## src/rtl/baud_pkg.sv

```systemverilog
`timescale 1ns/1ps
package baud_pkg;
    parameter int BYTE_W    = 8;
    parameter int NUM_BYTES = 2;
    localparam int DIV_W    = BYTE_W * NUM_BYTES;
    localparam int SEL_W    = (NUM_BYTES > 1) ? $clog2(NUM_BYTES) : 1;

    typedef logic [DIV_W-1:0]  div_t;
    typedef logic [BYTE_W-1:0] byte_t;
    typedef logic [SEL_W-1:0]  sel_t;

    // divisor latch state
    typedef struct packed {
        div_t div;
        logic armed;
    } latch_st_t;

    // down-counter state
    typedef struct packed {
        div_t cnt;
        logic tick;
    } cnt_st_t;
endpackage

```

## src/rtl/baud_div_regs.sv

```systemverilog
`timescale 1ns/1ps
module baud_div_regs
    import baud_pkg::*;
(
    input  logic  clk,
    input  logic  rst_n,
    input  logic  wr_en,
    input  sel_t  wr_sel,
    input  byte_t wr_data,
    output div_t  div_q,
    output div_t  div_next,
    output logic  armed_q
);
    latch_st_t st_d, st_q;
    logic [NUM_BYTES-1:0] byte_we;

    // one write enable per divisor byte
    for (genvar g = 0; g < NUM_BYTES; g++) begin : g_we
        assign byte_we[g] = wr_en && (wr_sel == sel_t'(g));
    end

    always_comb begin
        st_d = st_q;
        for (int b = 0; b < NUM_BYTES; b++) begin
            if (byte_we[b]) begin
                st_d.div[b*BYTE_W +: BYTE_W] = wr_data;
            end
        end
        // arm once any write leaves a nonzero divisor
        st_d.armed = st_q.armed | (wr_en && (st_d.div != '0));
    end

    always_ff @(posedge clk) begin
        if (!rst_n) begin
            st_q <= '0;
        end else begin
            st_q <= st_d;
        end
    end

    assign div_q    = st_q.div;
    assign div_next = st_d.div;
    assign armed_q  = st_q.armed;
endmodule

```

## src/rtl/baud_down_counter.sv

```systemverilog
`timescale 1ns/1ps
module baud_down_counter
    import baud_pkg::*;
(
    input  logic clk,
    input  logic rst_n,
    input  logic load,
    input  div_t load_val,
    input  div_t reload_val,
    input  logic armed,
    output div_t cnt_q,
    output logic tick_q
);
    cnt_st_t st_d, st_q;

    always_comb begin
        st_d = st_q;
        if (load) begin
            // host write: restart immediately with the new divisor
            st_d.cnt  = load_val;
            st_d.tick = 1'b0;
        end else if (st_q.cnt == div_t'(1)) begin
            st_d.cnt  = reload_val;
            st_d.tick = armed;
        end else begin
            // zero wraps to all ones: a zero divisor spans 2**DIV_W cycles
            st_d.cnt  = st_q.cnt - div_t'(1);
            st_d.tick = 1'b0;
        end
    end

    always_ff @(posedge clk) begin
        if (!rst_n) begin
            st_q <= '0;
        end else begin
            st_q <= st_d;
        end
    end

    assign cnt_q  = st_q.cnt;
    assign tick_q = st_q.tick;
endmodule

```

## src/rtl/baud_rd_mux.sv

```systemverilog
`timescale 1ns/1ps
module baud_rd_mux
    import baud_pkg::*;
(
    input  div_t  div,
    input  sel_t  rd_sel,
    output byte_t rd_data
);
    byte_t slice [NUM_BYTES];

    for (genvar g = 0; g < NUM_BYTES; g++) begin : g_slice
        assign slice[g] = div[g*BYTE_W +: BYTE_W];
    end

    always_comb begin
        rd_data = '0;
        for (int b = 0; b < NUM_BYTES; b++) begin
            if (rd_sel == sel_t'(b)) begin
                rd_data = slice[b];
            end
        end
    end
endmodule

```

## src/rtl/baud_tick_gen.sv

```systemverilog
`timescale 1ns/1ps
module baud_tick_gen (
    input  logic                        clk,
    input  logic                        rst_n,
    input  logic                        wr_en,
    input  logic [baud_pkg::SEL_W-1:0]  wr_sel,
    input  logic [baud_pkg::BYTE_W-1:0] wr_data,
    input  logic [baud_pkg::SEL_W-1:0]  rd_sel,
    output logic [baud_pkg::BYTE_W-1:0] rd_data,
    output logic                        tick
);
    import baud_pkg::*;

    div_t div_q;
    div_t div_next;
    div_t cnt_q;
    logic armed_q;

    baud_div_regs u_regs (
        .clk      (clk),
        .rst_n    (rst_n),
        .wr_en    (wr_en),
        .wr_sel   (wr_sel),
        .wr_data  (wr_data),
        .div_q    (div_q),
        .div_next (div_next),
        .armed_q  (armed_q)
    );

    baud_down_counter u_cnt (
        .clk        (clk),
        .rst_n      (rst_n),
        .load       (wr_en),
        .load_val   (div_next),
        .reload_val (div_q),
        .armed      (armed_q),
        .cnt_q      (cnt_q),
        .tick_q     (tick)
    );

    baud_rd_mux u_rd (
        .div     (div_q),
        .rd_sel  (rd_sel),
        .rd_data (rd_data)
    );
endmodule

```

## config.mk

```make
export PLATFORM = sky130hd
export DESIGN_NAME = baud_tick_gen
export DESIGN_NICKNAME = d
export VERILOG_FILES = /design/src/rtl/baud_pkg.sv /design/src/rtl/baud_div_regs.sv /design/src/rtl/baud_down_counter.sv /design/src/rtl/baud_rd_mux.sv /design/src/rtl/baud_tick_gen.sv
export SDC_FILE = /design/constraint.sdc
export NUM_CORES = 1
export LEC_CHECK = 0
export CORE_MARGIN = 2
export CORE_UTILIZATION = 60
export CTS_BUF_LIST = sky130_fd_sc_hd__clkbuf_8
export CTS_CLUSTER_DIAMETER = 100
export DETAILED_ROUTE_END_ITERATION = 7
export DONT_BUFFER_PORTS = 1
export PLACE_DENSITY_LB_ADDON = 0.25
export RECOVER_POWER = 100
export SLEW_MARGIN = 20
export SYNTH_ARGS = -nofsm -noshare
export SYNTH_HDL_FRONTEND = slang
export SYNTH_SLANG_ARGS = --single-unit
```

## constraint.sdc

```tcl
create_clock -name clk -period 2 [get_ports clk]
set_input_delay 0.2 -clock clk [delete_from_list [all_inputs] [get_ports clk]]
set_output_delay 0.2 -clock clk [all_outputs]
set_load 0.01 [all_outputs]
```

==> results of run 1 <==
state kept, by name (all words and copies together), names as in the netlist:
name,cells
u_cnt.cnt_q,16
u_cnt.tick_q,1
u_regs.armed_q,1
u_regs.div_q,16
path summary, 6_finish.rpt:
check                           slack (ns)              end  depth (start not counted)           start
worst min-delay path                  0.03   u_regs.armed_q                          1           rst_n
worst min register to register        0.45     u_cnt.tick_q                          2  u_regs.armed_q
worst max-delay path                  0.17  u_cnt.cnt_q[14]                          6  u_cnt.cnt_q[0]
worst max register to register        0.17  u_cnt.cnt_q[14]                          6  u_cnt.cnt_q[0]
logic make-up (layout without fill, tap and decap cells):
logic type | Yosys count | in the layout | synth area share (%)
fa+ha+maj | 2 | 2 | 1.28
xor+xnor | 9 | 9 | 4.02
mux | 20 | 20 | 11.1
simple gates | 83 | 83 | 22.9
compound gates | 64 | 64 | 22.6
flops | 34 | 34 | 34.7
buf+inv | 17 | 17 | 3.32
cell type report:
cell class                      instances  area share (%)
Multi-Input combinational cell        178            58.0
Sequential cell                        34            32.4
Clock buffer                            6            3.93
Tap cell                               44            2.62
Timing Repair Buffer                    5            1.79
Inverter                                4           0.714
Clock inverter                          2           0.595
power breakdown:
group | internal, mW | total, mW | switching [mW] | leakage (nW)
Sequential | 0.725 | 0.797 | 0.0722 | 0.280
Combinational | 0.162 | 0.335 | 0.174 | 0.452
Clock | 0.276 | 0.527 | 0.251 | 0.0472
Total | 1.16 | 1.66 | 0.497 | 0.779
per-layer routing:
layer | vias to the layer above | global-route usage [%] | routed length, um
met5 | - | 0 | 0
met4 | 0 | 9.94 | 141
met3 | 20 | 7.77 | 413
met2 | 95 | 51.5 | 2480
met1 | 810 | 39.5 | 2110
li1 | 839 | - | -
timing repair:
| action | CTS | global route |
|---|---|---|
| resized for setup | 0 | 1 |
| hold buffers | 0 | 0 |
| setup endpoints to repair | 0 | 8 |
Yosys cell counts, drive strengths merged, types with 5 or more instances:
library cell	n
a21boi	16
a21oi	10
clkbuf	10
dfxtp	34
mux2	14
mux2i	6
nand2	42
nor2	10
nor4	10
o21ai	11
o221ai	8
xnor2	5
==> out/results.tsv, run 1 <==
stage	metric	value	unit
timing	finalSetupTns	0	ns
drt	postRouteAntennaNets	0	
place	numPortBuffers	0	
floorplan	fp.coreArea	0.00308	mm2
yosys	synthCells	229	
global_routing	grt.overflow.total	0	
power	power_density	790	mW/mm2
yosys	yosys_most_used_dff	dfxtp_1	
cts	cts_buffer_depth	2	
layout	diodes	0	
global_routing	first_global_vias	1677	
power	fin_total_pwr	1.66	mW
place	dp_hpwl	3690	um
critical_path	path_class	reg2reg	
critical_path	path_cells	ha_1 > nor3b_2 > nand4_2 > nand2b_1 > o221ai_1 > a21oi_1	
cts	clk-insertion-delay-late	0.29	ns
layout	layout.cells.non_filler	273	
power	power.leakage	0.779	nW
floorplan	ios	22	
drt	route.detailed.drc	0	
floorplan	die_x	61.1	um
critical_path	cp.arrival	2.00	ns
yosys	ys_types	46	
yosys	yosys_register_bits	34	
floorplan	die-area	0.00374	mm2
timing	setup_viol	0	
drt	drtIter0Drc	115	
critical_path	start_kind	register	
place	place_area	0.00200	mm2
layout	syn2layout_area_growth	7.28	%
yosys	async_reset_ff_share	0	%
drt	vias	1764	
timing	max_freq	545	MHz
run_status	status	completed	
yosys	syn_avg_cell_area	8.56	um2
layout	fillers	263	
layout	seq_area	681	um2
timing	worst_slack	0.166	ns
cts	cts_buffers	5	
cts	post-cts-setup-buffer-count	0	
yosys	synth_area	0.00196	mm2
timing	min_period	1.83	ns
cts	htreeDepth	2	
cts	cts_sinks	34	
place	dp_slack	0.120	ns
timing	finalHoldViolCount	0	
floorplan	floorplan.initialDensity	63.7	%
cts	root_buffer	clkbuf_8	
place	gp_congestion	0.981	
floorplan	die_y	61.1	um
layout	utilization	68.3	%
layout	final_net_count	243	
floorplan	rows	20	
yosys	synth_area_leaders	dfxtp_1 35%, mux2_2 8.0%, nand2_1 8.0%	
critical_path	cp_data_required_time	2.17	ns
timing	fin_crit_sh	91.7	%
critical_path	crit_slowest_cell	dfxtp_1	
yosys	synth_top_area_share	34.7	%
drt	viasPerCell	6.46	
critical_path	worst-path-buf-inv	0	
yosys	seq_area_frac_synth	34.7	%
layout	drive_above_1_share	13.1	%
global_routing	grt_max_degree	32	
timing	rsz0062_at_grt	no	
yosys	yosysTopAreaCell	dfxtp_1	
yosys	yosysWarnings	0	
layout	fin_area	0.00210	mm2
drt	dr.pass1.iters	5	
cts	clk_pin_slew	0.07	ns
global_routing	grt_pass1_wl	8430	um
global_routing	grt.total_usage	31.0	%
layout	multi_input_area	0.00122	mm2
min_path	hold_path.class	in2reg	
cts	cts_tree	done	
layout	mostFrequentLayoutCells	42 x nand2_1, 34 x dfxtp_1, 16 x a21boi_0, 10 x a21oi_1, 9 x nor2_1	
run	maxCapViolCount	0	
critical_path	crit_family	simple AND/OR/NAND/NOR gates	
timing	worst_pin_slew	0.568	ns
drt	routed_wl	5150	um
yosys	syn_nets	244	
timing	whs	0.0290	ns
layout	final_common_cell	nand2_1	
drt	post_drt_wl_per_cell	18.9	um
yosys	synth-edff-count	0	
power	vdd_drop_max	0.000451	V
global_routing	antenna_found_initial	0	
timing	slew_viol_final	0	
place	dp_cells	265	
critical_path	end_kind	register	
timing	slew_headroom	62.0	%
critical_path	worstPathMaxFanout	8	
critical_path	max_stage_delay	0.44	ns
timing	finClkSkew	0.00991	ns
Power figures use the tool's default switching activity.
==> run 2, diff against run 1 <==
CORE_ASPECT_RATIO = 1.2   (was default)
SETUP_SLACK_MARGIN = 0.3   (was default)
==> run 2 against run 1 <==
Power is 8.4% higher; critical path type unchanged; hold slack worse by 0.0012 ns; count of clock-buffer cells in the layout decreased by 1; cell count fell by 0.73%; clock skew rose by 0.0041 ns; non-clock buffer count increased by 6; sequential power up 1%; via count increased by 3.9%; maximum frequency is 1.9% higher.
==> out/results.tsv, run 2 (same netlist as run 1, synthesis figures left out) <==
stage	metric	value	unit	change
cts	cts_buffers	5		unchanged
global_routing	grt_pass1_wl	8830	um	+4.7%
floorplan	rows	22		+10%
cts	holdBufCountCts	0		unchanged
critical_path	end_kind	register		
layout	layout.cells.non_filler	271		-0.73%
drt	dr.pass1.iters	4		-1
cts	cts_buffer_depth	2		unchanged
drt	vias	1833		+3.9%
power	power.leakage	0.839	nW	+7.7%
layout	mostFrequentLayoutCells	42 x nand2_1, 28 x dfxtp_1, 16 x a21boi_0, 10 x a21oi_1, 9 x nor2_1		
critical_path	cp.arrival	1.97	ns	-0.03 ns
layout	drive_above_1_share	19.1	%	+6.0 points
timing	slew_headroom	63.9	%	+1.9 points
run	maxCapViolCount	0		unchanged
cts	clk_pin_slew	0.07	ns	about the same
floorplan	die-area	0.00374	mm2	about the same
layout	final_net_count	249		+2.5%
cts	clk-insertion-delay-late	0.29	ns	about the same
floorplan	floorplan.initialDensity	63.6	%	-0.10 points
timing	setup_viol	0		unchanged
layout	multi_input_area	0.00126	mm2	+3.6%
critical_path	worstPathMaxFanout	5		-3
global_routing	grt.overflow.total	0		unchanged
floorplan	fp.coreArea	0.00308	mm2	+0.16%
timing	worst_pin_slew	0.539	ns	-0.0284 ns
run_status	status	completed		
critical_path	cp_data_required_time	2.17	ns	about the same
drt	postRouteAntennaNets	0		unchanged
place	numPortBuffers	0		unchanged
critical_path	path_class	reg2reg		
timing	rsz0062_at_grt	yes		
floorplan	ios	22		unchanged
power	fin_total_pwr	1.80	mW	+8.4%
global_routing	first_global_vias	1820		+8.5%
drt	drtIter0Drc	109		-5.2%
power	power_density	815	mW/mm2	+3.2%
drt	viasPerCell	6.76		+4.7%
place	gp_congestion	0.941		-4.0%
layout	seq_area	693	um2	+1.8%
timing	slew_viol_final	0		unchanged
cts	root_buffer	clkbuf_8		
layout	fillers	240		-8.7%
drt	post_drt_wl_per_cell	20.4	um	+8.0%
drt	routed_wl	5520	um	+7.2%
min_path	hold_path.class	in2reg		
timing	finalHoldViolCount	0		unchanged
floorplan	die_x	56.2	um	-8.1%
layout	final_common_cell	nand2_1		
layout	syn2layout_area_growth	12.7	%	
cts	cts_sinks	34		unchanged
place	dp_cells	256		-3.4%
layout	fin_area	0.00221	mm2	+5.1%
timing	fin_crit_sh	90.0	%	-1.7 points
power	vdd_drop_max	0.000614	V	+36%
global_routing	antenna_found_initial	0		unchanged
drt	route.detailed.drc	0		unchanged
cts	htreeDepth	2		unchanged
place	place_area	0.00199	mm2	-0.62%
critical_path	start_kind	register		
global_routing	grt_max_degree	32		unchanged
global_routing	grt.total_usage	30.7	%	-0.30 points
timing	finClkSkew	0.0140	ns	+0.00413 ns
floorplan	die_y	66.6	um	+8.9%
timing	finalSetupTns	0	ns	unchanged
cts	cts_tree	done		
place	dp_hpwl	3710	um	+0.57%
timing	min_period	1.80	ns	-0.0333 ns
layout	diodes	0		unchanged
timing	max_freq	555	MHz	+1.9%
run 2: routing by layer:
metal	GRT usage, %	vias to the layer above	wire, um
met1	35.1	860	2210
met3	7.77	22	420
met4	16.4	0	144
met5	0	-	0
li1	-	854	-
met2	52.6	97	2740
run 2: metrics by stage:
stage	worst slack, ns	util (%)	hold WS [ns]
after floorplan	0.308	-	0.345
after global placement	0.284	64.5	0.320
after detailed placement	0.194	64.5	0.325
after CTS	0.278	69.0	0.0316
after global routing	0.127	71.6	0.0248
final	0.199	71.6	0.0278
run 2: critical path, stage by stage (launching register included):
cell      delay (ns)
dfxtp_4         0.36
or4_4           0.54
or3_1           0.44
nor2_4          0.12
xnor2_1         0.14
a211oi_2        0.08
run 2: area by class of cell:
cell class / count / share of cell area [%]
clock buffer: 5 / 3.12
multi-input combinational: 178 / 57.2
clock inverter: 3 / 1.70
sequential: 34 / 31.4
inverter: 4 / 0.680
timing repair buffer: 11 / 3.91
tap: 36 / 2.04
run 2: repair_timing:
item	in CTS	in global routing
setup endpoints to repair	9	16
gates resized for setup	7	15
buffers inserted	1	6
hold endpoints to repair	0	0
pin swaps	0	8
run 2: final timing paths:
| path | slack, ns | to | start | depth (start not counted) |
|---|---|---|---|---|
| min reg2reg | 0.45 | u_cnt.tick_q | u_regs.armed_q | 2 |
| max reg2reg | 0.20 | u_cnt.cnt_q[7] | u_cnt.cnt_q[0] | 5 |
| min | 0.03 | u_regs.armed_q | rst_n | 1 |
| max | 0.20 | u_cnt.cnt_q[7] | u_cnt.cnt_q[0] | 5 |
run 2: where the power goes:
part           switching [mW]  internal, mW
Clock                   0.249         0.363
Combinational           0.192         0.191
Sequential             0.0772         0.727
Total                   0.518          1.28
==> run 3, diff against run 2 <==
clock period = 1.75 ns   (was 2 ns; I/O delays follow)
==> run 3 against run 2 <==
Clock power decreased by 3.4%; design area increased by 7.3%; clock skew decreased by 0.010 ns; combinational power increased by 35%; non-clock buffer count increased by 7; critical path depth increased by 2; global-route usage increased by 0.14 points; worst setup slack got worse by 0.18 ns; utilization increased by 5.2 points; largest power group unchanged.
==> out/results.tsv, run 3 (same netlist as run 1, synthesis figures left out) <==
stage	metric	value	unit	change
global_routing	antenna_found_initial	0		unchanged
power	power_density	856	mW/mm2	+5.1%
critical_path	crit_start	u_cnt.cnt_q[2]		
timing	finalHoldViolCount	0		unchanged
cts	clk_pin_slew	0.07	ns	about the same
critical_path	crit_slowest_cell	dfxtp_4		
floorplan	floorplan.initialDensity	63.6	%	unchanged
timing	finalSetupTns	0	ns	unchanged
run_status	status	completed		
cts	cts_tree	done		
power	vdd_drop_max	0.000625	V	+1.8%
global_routing	grt_pass1_wl	8760	um	-0.78%
timing	slew_viol_final	0		unchanged
cts	holdBufCountCts	0		unchanged
critical_path	start_kind	register		
layout	mostFrequentLayoutCells	42 x nand2_1, 27 x dfxtp_1, 16 x a21boi_0, 12 x buf_4, 10 x a21oi_1		
critical_path	rrSetupSlack	0.02	ns	-0.18 ns
layout	syn2layout_area_growth	20.9	%	
place	gp_congestion	0.958		+1.8%
critical_path	cp_data_required_time	1.91	ns	-0.26 ns
drt	drtIter0Drc	116		+6.4%
timing	max_freq	579	MHz	+4.2%
critical_path	end_kind	register		
global_routing	grt_max_degree	32		unchanged
drt	post_drt_wl_per_cell	19.2	um	-5.6%
critical_path	cp.arrival	1.89	ns	-0.08 ns
place	numPortBuffers	0		unchanged
timing	finClkSkew	0.00397	ns	-0.0101 ns
timing	setup_viol	0		unchanged
cts	htreeDepth	2		unchanged
timing	rsz0062_at_grt	yes		
timing	worst_pin_slew	0.593	ns	+0.0539 ns
min_path	hold_path.class	in2reg		
layout	fin_area	0.00237	mm2	+7.3%
floorplan	die-area	0.00374	mm2	unchanged
drt	postRouteAntennaNets	0		unchanged
drt	viasPerCell	6.66		-1.5%
critical_path	worstPathMaxFanout	6		+1
cts	root_buffer	clkbuf_8		
place	place_area	0.00207	mm2	+4.1%
layout	final_common_cell	nand2_1		
place	dp_slack	0.0285	ns	-0.165 ns
run	maxCapViolCount	0		unchanged
drt	routed_wl	5360	um	-2.8%
drt	dr.pass1.iters	4		unchanged
layout	diodes	0		unchanged
cts	clk-insertion-delay-late	0.29	ns	about the same
cts	cts_sinks	34		unchanged
timing	min_period	1.73	ns	-0.0733 ns
timing	worst_slack	0.0224	ns	-0.177 ns
critical_path	r2r-start	u_cnt.cnt_q[2]		
global_routing	grt.total_usage	30.8	%	+0.14 points
critical_path	worst_r2r_path_depth	7		+2
global_routing	first_global_vias	1803		-0.93%
drt	vias	1859		+1.4%
layout	final_net_count	257		+3.2%
critical_path	path_class	reg2reg		
timing	fin_crit_sh	98.7	%	+8.7 points
timing	slew_headroom	60.3	%	-3.6 points
cts	cts_buffers	5		unchanged
critical_path	path_cells	buf_6 > nor4_4 > nor3b_4 > buf_4 > nand4_4 > o21ai_2 > o22ai_1		
drt	route.detailed.drc	0		unchanged
floorplan	rows	22		unchanged
global_routing	grt.overflow.total	0		unchanged
floorplan	fp.coreArea	0.00308	mm2	unchanged
critical_path	r2r-end	u_cnt.cnt_q[2]		
layout	drive_above_1_share	28.0	%	+8.8 points
floorplan	ios	22		unchanged
critical_path	max_stage_delay	0.35	ns	-0.19 ns
cts	cts_buffer_depth	2		unchanged
floorplan	die_y	66.6	um	unchanged
critical_path	endpoint	u_cnt.cnt_q[2]		
power	power.leakage	0.888	nW	+5.8%
floorplan	die_x	56.2	um	unchanged
place	dp_hpwl	3690	um	-0.59%
[run 3: where the power goes]
group          switching [mW]  leakage (nW)  internal [mW]
registers              0.0878         0.282          0.833
logic                   0.246         0.553          0.272
clock network           0.280        0.0524          0.311
[run 3: critical path, delay by kind of cell (launching register included)]
family | cells | cell delay [ns]
simple gates | 3 | 0.69
flops | 1 | 0.35
buf+inv | 2 | 0.28
compound gates | 2 | 0.28
[run 3: area by class of cell]
| type | instances | area [um2] |
|---|---|---|
| inverter | 4 | 15.0 |
| clock inverter | 2 | 8.76 |
| timing repair buffer | 18 | 150 |
| clock buffer | 6 | 82.6 |
| fill | 226 | 713 |
| tap | 36 | 45.0 |
| multi-input combinational | 179 | 1380 |
| sequential | 34 | 692 |
[run 3: timing repair]
item                       CTS  global route
buffers inserted             6             4
pin swaps                    8            12
gates cloned                 1             0
resized for setup           17            15
setup endpoints to repair   17            18
[run 3: worst min-delay path by stage]
stage | start | end | slack, ns | cells past startpoint
global placement | rst_n | u_regs.armed_q | 0.30 | 1
global route | rst_n | u_cnt.cnt_q[15] | 0.004 | 2
finish | rst_n | u_cnt.cnt_q[1] | 0.01 | 1
floorplan | wr_data[1] | u_regs.div_q[1] | 0.32 | 2
detailed placement | rst_n | u_cnt.cnt_q[9] | 0.31 | 2
CTS | rst_n | u_cnt.cnt_q[9] | 0.004 | 2
[run 3: metrics by stage]
| step | hold WS, ns | util [%] | std cells | power, mW |
|---|---|---|---|---|
| floorplan | 0.320 | - | 229 | 1.24 |
| global placement | 0.296 | 67.2 | 260 | 1.31 |
| CTS | 0.00368 | 74.2 | 275 | 1.98 |
| detailed placement | 0.307 | 67.2 | 260 | 1.33 |
| global route | 0.00445 | 76.9 | 279 | 2.12 |
| finish | 0.0118 | 76.9 | 279 | 2.03 |
[run 3: layer usage]
layer  global-route usage (%)  vias up  part of all wire, %
li1                         -      872                    -
met1                     35.2      889                   40
met2                     54.4       82                   51
met3                     8.16       16                  7.1
met4                     12.8        0                  2.3
met5                        0        -                    0
